File: src/rtl/maskedCamPkg.sv
package maskedCamPkg;

  typedef enum logic {
    ST_IDLE   = 1'b0,
    ST_GATHER = 1'b1
  } camState_t;

  typedef struct packed {
    logic captureTags;
    logic captureResult;
  } camStrobes_t;

endpackage

File: src/rtl/camCtrl.sv
module camCtrl
  import maskedCamPkg::*;
(
  input  logic        clk,
  input  logic        rstN,
  input  logic        startSearch,
  output camStrobes_t strobes,
  output logic        busy,
  output logic        done
);

  camState_t state;

  always_comb begin
    strobes.captureTags   = (state == ST_IDLE) && startSearch;
    strobes.captureResult = (state == ST_GATHER);
  end

  assign busy = (state == ST_GATHER);

  always_ff @(posedge clk or negedge rstN) begin
    if (!rstN) begin
      state <= ST_IDLE;
      done  <= 1'b0;
    end else begin
      done <= strobes.captureResult;
      if (strobes.captureTags)
        state <= ST_GATHER;
      else if (strobes.captureResult)
        state <= ST_IDLE;
    end
  end

endmodule

File: src/rtl/camCell.sv
module camCell #(
  parameter int WORD_W = 24
) (
  input  logic              clk,
  input  logic              rstN,
  input  logic              wrSel,
  input  logic [WORD_W-1:0] wrData,
  input  logic [WORD_W-1:0] keyWord,
  input  logic [WORD_W-1:0] skipWord,
  output logic              matchBit
);

  logic [WORD_W-1:0] storedWord;
  logic              entryValid;

  always_ff @(posedge clk or negedge rstN) begin
    if (!rstN) begin
      storedWord <= '0;
      entryValid <= 1'b0;
    end else if (wrSel) begin
      storedWord <= wrData;
      entryValid <= 1'b1;
    end
  end

  assign matchBit = entryValid && (((storedWord ^ keyWord) & ~skipWord) == '0);

endmodule

File: src/rtl/camDatapath.sv
module camDatapath
  import maskedCamPkg::*;
#(
  parameter int DEPTH  = 16,
  parameter int WORD_W = 24,
  parameter int IDX_W  = 4,
  parameter int CNT_W  = 5
) (
  input  logic              clk,
  input  logic              rstN,
  input  camStrobes_t       strobes,
  input  logic              loadKey,
  input  logic [WORD_W-1:0] keyIn,
  input  logic              loadSkip,
  input  logic [WORD_W-1:0] skipIn,
  input  logic              wrEn,
  input  logic [IDX_W-1:0]  wrIdx,
  input  logic [WORD_W-1:0] wrData,
  output logic              hit,
  output logic [IDX_W-1:0]  hitIdx,
  output logic [CNT_W-1:0]  hitCount
);

  logic [WORD_W-1:0] keyReg;
  logic [WORD_W-1:0] skipReg;
  logic [DEPTH-1:0]  cellMatch;
  logic [DEPTH-1:0]  tagReg;

  always_ff @(posedge clk or negedge rstN) begin
    if (!rstN) begin
      keyReg  <= '0;
      skipReg <= '0;
    end else begin
      if (loadKey)  keyReg  <= keyIn;
      if (loadSkip) skipReg <= skipIn;
    end
  end

  // One compare cell per entry, all fed the same key and mask.
  for (genvar i = 0; i < DEPTH; i++) begin : gCell
    camCell #(.WORD_W(WORD_W)) uCell (
      .clk      (clk),
      .rstN     (rstN),
      .wrSel    (wrEn && (wrIdx == IDX_W'(i))),
      .wrData   (wrData),
      .keyWord  (keyReg),
      .skipWord (skipReg),
      .matchBit (cellMatch[i])
    );
  end

  always_ff @(posedge clk or negedge rstN) begin
    if (!rstN)                    tagReg <= '0;
    else if (strobes.captureTags) tagReg <= cellMatch;
  end

  // Gathering stage: lowest set tag and population count.
  logic              gHit;
  logic [IDX_W-1:0]  gIdx;
  logic [CNT_W-1:0]  gCnt;

  always_comb begin
    gHit = 1'b0;
    gIdx = '0;
    gCnt = '0;
    for (int i = DEPTH - 1; i >= 0; i--) begin
      if (tagReg[i]) begin
        gHit = 1'b1;
        gIdx = IDX_W'(i);
        gCnt = gCnt + CNT_W'(1);
      end
    end
  end

  always_ff @(posedge clk or negedge rstN) begin
    if (!rstN) begin
      hit      <= 1'b0;
      hitIdx   <= '0;
      hitCount <= '0;
    end else if (strobes.captureResult) begin
      hit      <= gHit;
      hitIdx   <= gIdx;
      hitCount <= gCnt;
    end
  end

endmodule

File: src/rtl/maskedCam.sv
module maskedCam
  import maskedCamPkg::*;
#(
  parameter  int DEPTH  = 16,
  parameter  int HI_W   = 12,
  parameter  int MID_W  = 4,
  parameter  int LO_W   = 8,
  localparam int WORD_W = HI_W + MID_W + LO_W,
  localparam int IDX_W  = (DEPTH > 1) ? $clog2(DEPTH) : 1,
  localparam int CNT_W  = $clog2(DEPTH + 1)
) (
  input  logic              clk,
  input  logic              rstN,
  input  logic              loadKey,
  input  logic [WORD_W-1:0] keyIn,
  input  logic              loadSkip,
  input  logic [WORD_W-1:0] skipIn,
  input  logic              startSearch,
  input  logic              wrEn,
  input  logic [IDX_W-1:0]  wrIdx,
  input  logic [WORD_W-1:0] wrData,
  output logic              busy,
  output logic              done,
  output logic              hit,
  output logic [IDX_W-1:0]  hitIdx,
  output logic [CNT_W-1:0]  hitCount
);

  camStrobes_t strobes;

  camCtrl uCtrl (
    .clk         (clk),
    .rstN        (rstN),
    .startSearch (startSearch),
    .strobes     (strobes),
    .busy        (busy),
    .done        (done)
  );

  camDatapath #(
    .DEPTH  (DEPTH),
    .WORD_W (WORD_W),
    .IDX_W  (IDX_W),
    .CNT_W  (CNT_W)
  ) uPath (
    .clk      (clk),
    .rstN     (rstN),
    .strobes  (strobes),
    .loadKey  (loadKey),
    .keyIn    (keyIn),
    .loadSkip (loadSkip),
    .skipIn   (skipIn),
    .wrEn     (wrEn),
    .wrIdx    (wrIdx),
    .wrData   (wrData),
    .hit      (hit),
    .hitIdx   (hitIdx),
    .hitCount (hitCount)
  );

endmodule

File: config.mk
export PLATFORM = sky130hd
export DESIGN_NAME = maskedCam
export DESIGN_NICKNAME = d
export VERILOG_FILES = /design/src/rtl/maskedCamPkg.sv /design/src/rtl/camCtrl.sv /design/src/rtl/camCell.sv /design/src/rtl/camDatapath.sv /design/src/rtl/maskedCam.sv
export SDC_FILE = /design/constraint.sdc
export NUM_CORES = 1
export LEC_CHECK = 0
export BUFFER_PORTS_ARGS = -buffer_cell sky130_fd_sc_hd__buf_2
export CORE_MARGIN = 4
export CORE_UTILIZATION = 25
export DETAILED_ROUTE_END_ITERATION = 6
export PLACE_DENSITY = 0.44
export REMOVE_ABC_BUFFERS = 1
export SYNTH_ARGS = -nofsm -noshare
export SYNTH_HDL_FRONTEND = slang
export SYNTH_HIERARCHICAL = 1
export SYNTH_SLANG_ARGS = --single-unit
export TNS_END_PERCENT = 30
File: constraint.sdc
create_clock -name clk -period 15.3 [get_ports clk]
set_input_delay 2.295 -clock clk [delete_from_list [all_inputs] [get_ports clk]]
set_output_delay 2.295 -clock clk [all_outputs]
set_load 0.1 [all_outputs]
# Yosys cells after proc, flatten, opt, wreduce, memory -nomap -nowiden
# Index checks and enable logic that the tools add are counted.
[totals]
output_inout_bits = 12
regBits = 476
wordCells = 203
[op_classes]
n_eq_ne = 15
add_sub_neg = 15
reduce_logical = 50
bitwise = 34
mux = 49
[op_table]
columns = ["op", "count"]
rows = [
  ["$and A24 B24 Y24", 16],
  ["$logic_not A24 Y1", 16],
  ["$xor A24 B24 Y24", 16],
  ["$mux W5", 15],
  ["$add A5 B1 Y5 const B", 14],
  ["$mux W4", 16],
  ["$logic_and A1 B1 Y1", 33],
  ["$eq A4 B4 Y1 const B", 8],
  ["$not A24 Y24", 1],
  ["$mux W1", 18],
  ["$eq A4 B3 Y1 const B", 4],
  ["$eq A4 B2 Y1 const B", 2],
  ["$eq A4 B1 Y1 const B", 1],
  ["$logic_not A4 Y1", 1],
  ["$add A1 B1 Y2 const B", 1],
  ["$not A1 Y1", 1],
]

# Longest topological paths before layout
[logic_depth]
word_depth = 31
mapped_depth = 42
mapped_depth_nobuf = 42

# Modules after synthesis
# Netlist, hierarchy kept.
[by_module_without_submodules]
columns = ["module", "n_inst", "cells_per_inst", "area_each_um2"]
rows = [
  ["camCell", 16, 98, 1246.2],
  ["camDatapath", 1, 522, 5104.9],
  ["camCtrl", 1, 4, 71.3],
]

# Worst setup path before layout
# OpenSTA, ideal clock, no wires.
[synth_path]
kind = "register to register"
startpoint = "register uPath.tagReg[14]"
endpoint = "register uPath.hitCount[3]"
stages_incl_launch_ff = 41
setup_slack_ns = 7.998
required_time_ns = 15.175
synth_period_minus_slack_ns = 7.302
setup_time_ns = 0.125
t_arrival_ns = 7.176
cell_sequence = "dfrtp_1 -> inv_1 -> ha_1 -> xor2_1 -> ha_1 -> xor2_1 -> mux2i_1 -> xnor2_1 -> nand2_1 -> o21ai_0 -> ha_1 -> nand2b_1 -> o21a_1 -> xnor2_1 -> a21oi_1 -> ha_1 -> xnor2_1 -> nor2_1 -> [... 5 more ...] -> nand2_1 -> xnor2_1 -> nor2_1 -> nor2_1 -> ha_1 -> nand2_1 -> nand2_1 -> xor2_1 -> mux2_2 -> ha_1 -> nand2_1 -> nand4_1 -> mux2_1 -> o21ai_0 -> a21oi_1 -> or2_1 -> xnor2_1 -> mux2_2"
[synth_between]
elab_chain_len = 29
[synth_lines]
columns = ["element", "line", "source"]
rows = [
  ["start, declared", "camDatapath.sv:27", "logic [DEPTH-1:0] tagReg;"],
  ["start signal, assigned", "camDatapath.sv:54", "else if (strobes.captureTags) tagReg <= cellMatch;"],
  ["$mux W5 *", "camDatapath.sv:67", "if (tagReg[i]) begin"],
  ["$add A5 B1 Y5", "camDatapath.sv:70", "gCnt = gCnt + CNT_W'(1);"],
  ["$mux W5 *", "camDatapath.sv:67", ""],
  ["$add A5 B1 Y5", "camDatapath.sv:70", ""],
  ["$mux W5 *", "camDatapath.sv:67", ""],
  ["$add A5 B1 Y5", "camDatapath.sv:70", ""],
  ["$mux W5 *", "camDatapath.sv:67", ""],
  ["$add A5 B1 Y5", "camDatapath.sv:70", ""],
  ["[... 13 more ...]", "--", ""],
  ["$add A5 B1 Y5", "camDatapath.sv:70", ""],
  ["$mux W5 *", "camDatapath.sv:67", ""],
  ["$add A5 B1 Y5", "camDatapath.sv:70", ""],
  ["$mux W5 *", "camDatapath.sv:67", ""],
  ["$add A5 B1 Y5", "camDatapath.sv:70", ""],
  ["$mux W5 *", "camDatapath.sv:67", ""],
  ["$add A5 B1 Y5", "camDatapath.sv:70", ""],
  ["$mux W5 *", "camDatapath.sv:67", ""],
  ["end signal, assigned", "camDatapath.sv:83", "hitCount <= gCnt;"],
  ["end, declared", "camDatapath.sv:21", "output logic [CNT_W-1:0] hitCount"],
]
# Mark *: on every way between the ends. The rest lies on a longest branch, timed or not.
# A chain may end at the register's enable or synchronous reset.

# Worst setup path after layout
# Same ends and word-level chain as after synthesis.

==> summary by stage <==
Die
The die is 325 um tall. The die width is about 320 um. Once the floorplan was initialized, standard cells occupied 25.4% of the core.

The die covers about 110000 um^2. The number of top-level pins is 94. The placeable core region is a little under 100000 um^2. The initialized floorplan defines approximately 120 standard-cell rows.

Synth
After synthesis, the netlist uses between 70 and 80 different library cells. For this run, asynchronously set or reset flops after synthesis account for 100%. In this run, synthesis produced a sequential element count of approximately 480. In the synthesized netlist, the cells that appear most often are dfrtp_1, mux2_2, xnor2_1. Of the post-synthesis cell area, the dominant cell type holds a little under half. The mean post-synth cell area is approximately 12 um^2. The cell with the most instances after synthesis is dfrtp_1.

By area the synthesized netlist is led by dfrtp_1, mux2_2, xnor2_1. The Yosys step of the flow raised 6 warnings. Of all cell types, the one taking the most synthesized area is dfrtp_1.

The number of enable-type register cells in the synthesized netlist is 0. The number of standard cells after synthesis is 2094. The most used flip-flop cell after synthesis is dfrtp_1. The sequential cell area fraction in the yosys report is 47.4%. Summing every instance area after synthesis gives ~25000 um^2.

Detailed routing
The number of routed nets with antenna violations is 0. After detailed routing, the number of remaining DRC violations is 0. The DRC violation total after the first TritonRoute iteration is ~900. The first detailed-routing pass ran for 5 iterations. The average wire per standard cell is around 21 um. The total length of routed wires is 74000 um. The via total after detailed routing is 16432.

The via-per-instance ratio is roughly 4.7.

Global routing
Entering global routing, the biggest net connects 149 pins. The via count of the first global-routing pass came to around 17000. The total grt overflow is 0. For this run, the total global-route usage over all layers was measured as a little over an eighth. The number of antenna violations at the first check in global routing was 3. The first-pass GRT wire length is 112000 um.

Clock tree
In this run, post-CTS repair resized a total of 0 instances. The cell at the root of the clock tree is clkbuf_16. The maximum level of the CTS H-tree is 2.

The total number of clock tree sinks is ~480. The number of hold-repair buffers added at the cts stage is 0. The CTS tree is done. The later pin in the worst-skew pair is clocked with a latency of 0.61 ns. The post-CTS setup repair buffer count is 0.

The number of clock buffers added by TritonCTS is 57. Counting along the longest clock path gives a buffer depth of 3. The post-CTS clock slew at the launch and capture registers of the worst setup and hold paths is 0.06 ns.

Critical path
The dominant cell type by count on the critical path is ha_1. In this run the worst path has a maximum fanout of 5. The slowest stage of the critical path belongs to the cell a221oi_1.

Data on the critical path arrives at its endpoint at 8.83 ns. At the worst endpoint, the required time is ~16 ns. The number of buffers and inverters on the critical path is 1. The maximum cell stage delay along the critical path is between 0.5 and 0.6 ns.

The cell family contributing the most delay on the critical path is adder cells. The worst setup path is captured at a flip-flop. The worst setup path is of the flip-flop to flip-flop kind. STA classifies the critical path startpoint as a flip-flop.

Pwr
The power density over the cells is 141 nW/um^2. The maximum ir drop on the vdd rail is 0.0000885 V. The total power is roughly 4.1 mW. The leakage dissipation is around 11 nW.

STA
At the pin with the least slew margin, the transition time is between 1 and 1.5 ns. The count of final max-slew check failures came to 0. The final worst clock skew is 0.0192 ns.

Across all setup checks in the final design, the least slack found is approximately 7 ns. The share of the clock period used by the worst path is 54.5%. Based on the critical path, the design can be clocked at up to ~120 MHz. The number of hold violations in the final report is 0. The worst-case headroom to the max-slew limit is around a fifth. Setup repair after global routing left no endpoint under its margin. The post-route minimum period is between 8 and 9 ns. The setup-violating endpoint count in the final report is 0.

The sum of negative setup slack is 0 ns.

Cells and area
In the final layout, the multi-input gates occupy ~13000 um^2. Measured on the finished design, the core utilization comes to approximately 29%. The fill cell instance count of the final layout is just over 10000. The area taken by flip-flops and latches is between 10000 and 15000 um^2.

The relative area change from synthesis to final layout is 15.5%. In the final design database the tool counted 2281 nets. The fraction of layout instances using a drive strength above 1 is between 30% and 40%. The design area is 29000 um^2.

Placed design
The worst slack after detailed placement is just over 7 ns. The total of buffers placed on input and output ports is 93. Summed over all nets, the half-perimeter wirelength after detailed placement is 48400 um. At the end of routability-driven placement, the weighted congestion stood at roughly 0.8. The post-placement cell area is between 20000 and 30000 um^2.

Worst hold path
The path class of the tightest hold or removal check is flip-flop to flip-flop.

Outcome
The flow ran to the end, and the final reports show no timing, DRC or antenna violations.

Flow run
Max-cap violations in this run came to 0.
placed cells by master, fill, tap and decap left out, types with 4 or more instances in the layout:
cell type and n:
a21oi_1 19, nor4_2 16, o21ai_0 39, nand2b_1 4, buf_4 11, buf_2 92, clkbuf_1 14, mux2_2 443
nand2_1 60, ha_1 18, inv_1 22, clkbuf_8 12, nand3_1 28, o211ai_1 7, clkbuf_16 58, clkinv_2 10
a211oi_1 5, nand4_1 5, nor2_4 12, xor2_1 12, o22ai_1 177, bufinv_16 7, nor3_2 4, nor3_1 25
xnor3_1 4, mux2i_1 7, dfrtp_1 476, and3_1 8, and2_1 5, or2_2 17, nor2_1 119, xnor2_1 414
path summary, 6_finish.rpt:
kind | startpoint | end | slack, ns | cells after the start
max | uPath/tagReg[14] | uPath/hitCount[3] | 6.97 | 40
min | uPath/gCell[8].uCell/entryValid | uPath/gCell[8].uCell/entryValid | 0.46 | 1
max reg2reg | uPath/tagReg[14] | uPath/hitCount[3] | 6.97 | 40
min reg2reg | uPath/gCell[8].uCell/entryValid | uPath/gCell[8].uCell/entryValid | 0.46 | 1
max in group asynchronous | rstN | uPath/keyReg[10] | 11.27 | 3
min in group asynchronous | rstN | uPath/gCell[2].uCell/storedWord[23] | 1.67 | 1
worst reg2reg max path: cells and delay by family, from the launching register on:
kind | cells | cell delay (ns)
adders and majority gates | 7 | 2.08
muxes | 4 | 1.07
buffers and inverters | 1 | 0.10
and+or+nand+nor | 11 | 1.33
AOI/OAI and AO/OA | 8 | 1.56
xor gates and xnor gates | 9 | 1.68
DFF | 1 | 0.37
sequential cells by signal (all words and copies together) (netlist names), 4 cells and up:
signal                        flops
uPath/keyReg                     24
uPath/gCell.uCell/storedWord    384
uPath/tagReg                     16
uPath/gCell.uCell/entryValid     16
uPath/hitCount                    5
uPath/skipReg                    24
uPath/hitIdx                      4
logic make-up after synthesis:
| logic type | share of synthesized area (%) |
|---|---|
| DFF | 47.4 |
| muxes | 20.3 |
| xor gates and xnor gates | 15.9 |
| and+or+nand+nor | 6.31 |
| AOI/OAI and AO/OA | 7.37 |
| buffers and inverters | 1.79 |
| adders and majority gates | 0.897 |
where the power goes:
group          total (mW)  switching, mW  internal, mW  leakage, nW
Combinational       0.895          0.391         0.504         4.57
Clock                1.41          0.546         0.869        0.971
Sequential           1.77          0.257          1.52         5.82
per-stage QoR:
| stage | cells | hold slack (ns) |
|---|---|---|
| finish | 3514 | 0.459 |
| global route | 3513 | 0.465 |
| CTS | 3513 | 0.461 |
| detailed placement | 3409 | 0.447 |
| global placement | 3409 | 0.445 |
| floorplan | 2017 | 0.432 |
layout make-up:
class,count,area share [%]
Timing Repair Buffer,105,1.99
Sequential cell,476,41.1
Clock buffer,84,5.75
Multi-Input combinational cell,1518,44.3
Inverter,23,0.298
Tap cell,1287,5.55
Antenna cell,1,0.00862
Clock inverter,20,1.01
metal layers:
| layer | global-route usage, % | part of all wire [%] | vias to the layer above |
|---|---|---|---|
| met3 | 2.29 | 3.5 | 111 |
| met1 | 18.6 | 47 | 8427 |
| met5 | 0 | 0.036 | - |
| met4 | 3.41 | 2.4 | 4 |
| li1 | - | - | 7641 |
| met2 | 22.9 | 47 | 249 |
No activity file was read; power rests on OpenSTA's default activity.
